### src/rtl/dtg_pkg.sv
package dtg_pkg;
  localparam int NUM_ENG = 3;
  localparam int NUM_Q   = 4;
  localparam int FW      = 4;

  localparam int ENG_LOAD  = 0;
  localparam int ENG_COMP  = 1;
  localparam int ENG_STORE = 2;

  localparam int Q_L2C = 0;
  localparam int Q_C2L = 1;
  localparam int Q_C2S = 2;
  localparam int Q_S2C = 3;

  typedef struct packed {
    logic push_next;
    logic push_prev;
    logic pop_next;
    logic pop_prev;
  } dep_flags_t;

  function automatic logic [NUM_Q-1:0] pop_route(int eng, dep_flags_t f);
    logic [NUM_Q-1:0] m;
    m = '0;
    case (eng)
      ENG_LOAD:  m[Q_C2L] = f.pop_next;
      ENG_COMP: begin
        m[Q_L2C] = f.pop_prev;
        m[Q_S2C] = f.pop_next;
      end
      default:   m[Q_C2S] = f.pop_prev;
    endcase
    return m;
  endfunction

  function automatic logic [NUM_Q-1:0] push_route(int eng, dep_flags_t f);
    logic [NUM_Q-1:0] m;
    m = '0;
    case (eng)
      ENG_LOAD:  m[Q_L2C] = f.push_next;
      ENG_COMP: begin
        m[Q_C2L] = f.push_prev;
        m[Q_C2S] = f.push_next;
      end
      default:   m[Q_S2C] = f.push_prev;
    endcase
    return m;
  endfunction
endpackage

### src/rtl/dtg_rst_sync.sv
module dtg_rst_sync (
  input  logic clk,
  input  logic rst_n,
  output logic rst_sync_n
);
  logic [1:0] sync_q;

  always_ff @(posedge clk or negedge rst_n) begin
    if (!rst_n) sync_q <= 2'b00;
    else        sync_q <= {sync_q[0], 1'b1};
  end

  assign rst_sync_n = sync_q[1];
endmodule

### src/rtl/dtg_token_counter.sv
module dtg_token_counter #(
  parameter int DEPTH = 8
) (
  input  logic clk,
  input  logic rst_n,
  input  logic clr,
  input  logic push,
  input  logic pop,
  output logic avail,
  output logic room
);
  localparam int CW = $clog2(DEPTH + 1);
  localparam logic [CW-1:0] FULL = CW'(DEPTH);

  logic [CW-1:0] count_q, count_d;
  logic          count_en;

  always_comb begin
    count_en = clr | push | pop;
    count_d  = count_q;
    if (clr) begin
      count_d = '0;
    end else begin
      case ({push, pop})
        2'b10:   count_d = count_q + 1'b1;
        2'b01:   count_d = count_q - 1'b1;
        default: count_d = count_q;
      endcase
    end
  end

  always_ff @(posedge clk or negedge rst_n) begin
    if (!rst_n)        count_q <= '0;
    else if (count_en) count_q <= count_d;
  end

  assign avail = (count_q != '0);
  assign room  = (count_q != FULL);

  assert_no_overflow_R8: assert property (@(posedge clk) disable iff (!rst_n)
    push |-> count_q != FULL);
  assert_no_underflow_R3: assert property (@(posedge clk) disable iff (!rst_n)
    pop |-> count_q != '0);
  assert_push_step_R5: assert property (@(posedge clk) disable iff (!rst_n)
    (push && !pop && !clr) |=> count_q == $past(count_q) + 1'b1);
  assert_pair_hold_R9: assert property (@(posedge clk) disable iff (!rst_n)
    (push && pop && !clr) |=> $stable(count_q));
endmodule

### src/rtl/dtg_engine_port.sv
module dtg_engine_port
  import dtg_pkg::*;
#(
  parameter int ENG_ID = 0
) (
  input  logic             clk,
  input  logic             rst_n,
  input  logic             clr,
  input  logic             req,
  input  dep_flags_t       flags,
  input  logic             fin,
  input  logic             done_req,
  input  logic [NUM_Q-1:0] q_avail,
  input  logic [NUM_Q-1:0] q_room,
  output logic             grant,
  output logic             ack,
  output logic [NUM_Q-1:0] pop_vec,
  output logic [NUM_Q-1:0] push_vec,
  output logic             fin_done
);
  logic             busy_q, busy_d;
  logic [NUM_Q-1:0] push_mask_q;
  logic             fin_q;
  logic [NUM_Q-1:0] pop_need;
  logic             pops_ok, pushes_ok;

  always_comb begin
    pop_need  = pop_route(ENG_ID, flags);
    pops_ok   = ((pop_need & ~q_avail) == '0);
    pushes_ok = ((push_mask_q & ~q_room) == '0);
    grant     = req & ~busy_q & pops_ok & ~clr;
    ack       = done_req & busy_q & pushes_ok & ~clr;
    pop_vec   = grant ? pop_need : '0;
    push_vec  = ack ? push_mask_q : '0;
    fin_done  = ack & fin_q;
    if (clr)        busy_d = 1'b0;
    else if (grant) busy_d = 1'b1;
    else if (ack)   busy_d = 1'b0;
    else            busy_d = busy_q;
  end

  always_ff @(posedge clk or negedge rst_n) begin
    if (!rst_n) busy_q <= 1'b0;
    else        busy_q <= busy_d;
  end

  always_ff @(posedge clk or negedge rst_n) begin
    if (!rst_n) begin
      push_mask_q <= '0;
      fin_q       <= 1'b0;
    end else if (grant) begin
      push_mask_q <= push_route(ENG_ID, flags);
      fin_q       <= fin;
    end
  end

  assert_grant_busy_R7: assert property (@(posedge clk) disable iff (!rst_n)
    grant |=> busy_q);
  assert_no_regrant_R7: assert property (@(posedge clk) disable iff (!rst_n)
    busy_q |-> !grant);
  assert_ack_idle_R7: assert property (@(posedge clk) disable iff (!rst_n)
    ack |=> !busy_q);
  assert_clr_quiet_R11: assert property (@(posedge clk) disable iff (!rst_n)
    clr |=> !busy_q);
endmodule

### src/rtl/dep_token_gate.sv
module dep_token_gate
  import dtg_pkg::*;
#(
  parameter int DEPTH = 8
) (
  input  logic                  clk,
  input  logic                  rst_n,
  input  logic                  clr,
  input  logic [NUM_ENG-1:0]    start_req,
  input  logic [NUM_ENG*FW-1:0] start_flags,
  input  logic [NUM_ENG-1:0]    start_fin,
  output logic [NUM_ENG-1:0]    start_grant,
  input  logic [NUM_ENG-1:0]    done_req,
  output logic [NUM_ENG-1:0]    done_ack,
  output logic                  fin_flag
);
  logic rst_sync_n;

  logic [NUM_Q-1:0]   q_avail, q_room;
  logic [NUM_Q-1:0]   pop_vec  [NUM_ENG];
  logic [NUM_Q-1:0]   push_vec [NUM_ENG];
  logic [NUM_ENG-1:0] fin_done;
  logic [NUM_Q-1:0]   q_pop, q_push;
  logic               fin_d, fin_en;

  dtg_rst_sync u_rst (
    .clk        (clk),
    .rst_n      (rst_n),
    .rst_sync_n (rst_sync_n)
  );

  for (genvar e = 0; e < NUM_ENG; e++) begin : g_eng
    dtg_engine_port #(.ENG_ID(e)) u_port (
      .clk      (clk),
      .rst_n    (rst_sync_n),
      .clr      (clr),
      .req      (start_req[e]),
      .flags    (dep_flags_t'(start_flags[e*FW +: FW])),
      .fin      (start_fin[e]),
      .done_req (done_req[e]),
      .q_avail  (q_avail),
      .q_room   (q_room),
      .grant    (start_grant[e]),
      .ack      (done_ack[e]),
      .pop_vec  (pop_vec[e]),
      .push_vec (push_vec[e]),
      .fin_done (fin_done[e])
    );
  end

  always_comb begin
    q_pop  = '0;
    q_push = '0;
    for (int e = 0; e < NUM_ENG; e++) begin
      q_pop  = q_pop  | pop_vec[e];
      q_push = q_push | push_vec[e];
    end
  end

  for (genvar q = 0; q < NUM_Q; q++) begin : g_q
    dtg_token_counter #(.DEPTH(DEPTH)) u_cnt (
      .clk   (clk),
      .rst_n (rst_sync_n),
      .clr   (clr),
      .push  (q_push[q]),
      .pop   (q_pop[q]),
      .avail (q_avail[q]),
      .room  (q_room[q])
    );
  end

  always_comb begin
    fin_en = clr | (|fin_done);
    fin_d  = ~clr;
  end

  always_ff @(posedge clk or negedge rst_sync_n) begin
    if (!rst_sync_n)  fin_flag <= 1'b0;
    else if (fin_en)  fin_flag <= fin_d;
  end

  assert_fin_sticky_R10: assert property (@(posedge clk) disable iff (!rst_sync_n)
    (fin_flag && !clr) |=> fin_flag);
  assert_fin_cause_R10: assert property (@(posedge clk) disable iff (!rst_sync_n)
    $rose(fin_flag) |-> $past(|done_ack));
  assert_clr_empty_R11: assert property (@(posedge clk) disable iff (!rst_sync_n)
    clr |=> (q_avail == '0) && !fin_flag);
endmodule

### config.mk
export PLATFORM = sky130hd
export DESIGN_NAME = dep_token_gate
export DESIGN_NICKNAME = d
export VERILOG_FILES = /design/src/rtl/dtg_pkg.sv /design/src/rtl/dtg_rst_sync.sv /design/src/rtl/dtg_token_counter.sv /design/src/rtl/dtg_engine_port.sv /design/src/rtl/dep_token_gate.sv
export SDC_FILE = /design/constraint.sdc
export NUM_CORES = 1
export LEC_CHECK = 0
export ABC_CLOCK_PERIOD_IN_PS = 1900
export BUFFER_PORTS_ARGS = -buffer_cell sky130_fd_sc_hd__buf_2
export CAP_MARGIN = 25
export CORE_ASPECT_RATIO = 0.5
export CORE_MARGIN = 1
export CORE_UTILIZATION = 40
export DETAILED_ROUTE_END_ITERATION = 12
export MAX_ROUTING_LAYER = met4
export PLACE_DENSITY_LB_ADDON = 0.1
export SYNTH_ARGS = -nofsm -noshare
export SYNTH_HDL_FRONTEND = slang
export SYNTH_SLANG_ARGS = --single-unit
### constraint.sdc
create_clock -name clk -period 1.9 [get_ports clk]
set_input_delay 0.095 -clock clk [delete_from_list [all_inputs] [get_ports clk]]
set_output_delay 0.095 -clock clk [all_outputs]
set_load 0.03 [all_outputs]
==> run metrics <==
outcome=finished with violations; violations in the final reports=setup timing; #FFs+latches synth=29; met2 routed WL=2.29 mm; nets@finish=302; Mapped Cells=188; main flop type after synthesis=dfrtp_1; crit end category=flop; Pwr Total=1.56 mW; Max clock buf depth=2; routability cong.=0.900; most frequent cells after synthesis=dfrtp_1 (29), nand2_1 (13), o21ai_0 (13), a21oi_1 (12), nor3_1 (9); Post-Place Worst Slack=-0.555 ns; capturing point of the worst reg2reg path=g_q[0].u_cnt.count_q[3]; I/O Pins=31; most numerous cell in the Yosys netlist=dfrtp_1; pin count of the biggest net entering global routing=25; Syn Nets=224; post-synth cell types=48; FF-to-FF path depth=9; die area=4990 um2; initial antenna violation count=0; Tmin final=2.43 ns; n_diodes=0; Layout Skew=0.00690 ns; WHS Endpoint=g_eng[1].u_port.push_mask_q[2]; die height=50.4 um; first-pass GRT wire length=8.18 mm; global-route total usage across every layer=22.0%; via count=1725; Hold Path Depth=3; register area share after synthesis=38.7%; Max Slew Vio Count=0; drt initial violations=40; uppermost layer routed=met4; Crit Path Max Fanout=3; RSZ-0062 raised after global routing=yes; Syn Area/Cell=9.98 um2; vias per cell=5.32; Final ANT Viol Nets=0; GRT Residual Overflow=0; Max VDD drop=0.263 mV; startpoint type of the worst setup path=flop; post-DP HPWL=3.65 mm; routed len/inst=15.1 um; Residual DRC=0; TritonCTS clock tree=done; # rows=17; Root Driver=clkbuf_8; # setup viols final=13; top-area cell type share of the netlist area=38.7%; Core Box Area=4450 um2; Synth area leaders=dfrtp_1 (39%), ha_1 (5.3%), fa_1 (4.3%); H-Tree Depth=2; clock latency on the worst-skew pair=0.28 ns; Inst Count DP=308; Clk pin slew, worst setup/hold paths=0.07 ns; die width=98.9 um; port bufs=26; Initial Util=42.2%; post-layout util=63.7%; synth warn=0; Cell Area, Synth=1880 um2; fin cells=324; HP Start=start_flags[7]; number of synthesized flops with an enable pin=0; TritonCTS Buffers=5; slack of the critical path=-0.529 ns; WL met3=244 um; Worst Hold Class=primary input to flop; R2R Path Start=g_eng[1].u_port.busy_q; FFs w/ async S/R, synth=100%; Worst Setup Path Type=flop to flop; register-to-register setup slack=-0.53 ns; critical path required time=2.10 ns; PD cells=551 nW/um2; Max Cap Viol=0; Leak Pwr=1.37 nW; Sink Count=29; fraction of layout cells with a size suffix above 1=52.1%; Peak Freq=0.412 GHz; DRT Wirelength=4.90 mm; M1 WL=2.36 mm; Final Hold Violating Endpoints=0; DRT Pass-1 Iters=7; vias in the first global route=1721; Synth area leader=dfrtp_1; Crit path arrival time=2.63 ns; Area Overhead vs Synth=50.8%; Tcrit/Tclk final=128%
[power by group]
part	switching [mW]	total, mW	internal (mW)
Sequential	0.0329	0.702	0.669
Clock	0.247	0.574	0.327
Combinational	0.137	0.283	0.146
Total	0.416	1.56	1.14
[registers in the layout (all words and copies together), names as in the netlist]
name,count
fin_flag,1
g_eng.u_port.busy_q,3
g_eng.u_port.fin_q,3
g_eng.u_port.push_mask_q,4
g_q.u_cnt.count_q,16
u_rst.sync_q,2
[metal layers]
layer | vias up | GRT usage (%)
met4 | 0 | 4.48
met1 | 838 | 28.9
met5 | - | -
met3 | 2 | 5.01
met2 | 26 | 35.2
li1 | 859 | -
[timing repair]
item	in CTS	in global routing
pin swaps	30	15
hold buffers	1	0
endpoints found under the setup margin	14	18
endpoints found under the hold margin	2	0
resized for setup	20	13
buffers inserted	9	2
[per-stage QoR]
step                      hold slack [ns]  setup TNS (ns)  instance area, um2
after floorplan                    -0.201           -3.27                2040
after global placement             -0.119           -3.66                2520
after detailed placement           -0.119           -4.02                2520
after CTS                          0.0253           -3.91                2780
after global routing               0.0340           -4.63                2830
final                              0.0285           -3.69                2830
[critical path, cell delays in order (launching register included)]
cell and delay [ns]:
dfrtp_1 0.39, or3b_4 0.38, a211o_1 0.28, nand2b_4 0.17
nor2_4 0.14, ha_4 0.23, a21oi_2 0.15, nand2_1 0.09
or4_1 0.39, a31oi_1 0.13
[cell families after synthesis]
logic type	after synthesis	synth area share, %
adders and majority gates	12	9.60
other	1	0.200
xor gates and xnor gates	5	2.33
DFF	29	38.7
buffers and inverters	20	6.07
and+or+nand+nor	57	18.0
muxes	9	5.07
AOI/OAI and AO/OA	55	20.1
[worst max-delay path by stage]
stage / startpoint / end / slack [ns]
global placement: g_eng[1].u_port.busy_q / g_q[0].u_cnt.count_q[3] / -0.51
CTS: g_eng[1].u_port.busy_q / g_q[0].u_cnt.count_q[3] / -0.51
global route: g_eng[1].u_port.busy_q / g_q[3].u_cnt.count_q[3] / -0.61
floorplan: g_eng[1].u_port.busy_q / g_q[3].u_cnt.count_q[3] / -0.55
finish: g_eng[1].u_port.busy_q / g_q[0].u_cnt.count_q[3] / -0.53
detailed placement: g_eng[1].u_port.busy_q / g_q[0].u_cnt.count_q[3] / -0.56
[layout make-up]
cell class	instances	area, um2
well taps	57	71.3
inverters	9	38.8
fillers	390	1620
flip-flops and latches	29	728
repair buffers	82	586
clock inverters	1	5.00
clock buffers	7	96.3
multi-input cells	139	1310
[layout by cell type, fill, tap and decap left out, types with 4 or more instances in the layout]
| cell | instances |
|---|---|
| a21oi_1 | 6 |
| a21o_1 | 5 |
| buf_6 | 8 |
| buf_2 | 25 |
| nand2_1 | 13 |
| a21oi_2 | 4 |
| mux2i_1 | 4 |
| o21ai_1 | 6 |
| fa_2 | 4 |
| nor3_1 | 5 |
| o21ai_0 | 6 |
| clkbuf_8 | 7 |
| buf_4 | 48 |
| mux2_2 | 4 |
| dfrtp_1 | 27 |
| ha_4 | 5 |
| inv_1 | 8 |
| o21a_1 | 5 |
Note: power is estimated with default switching activity, not from simulation.
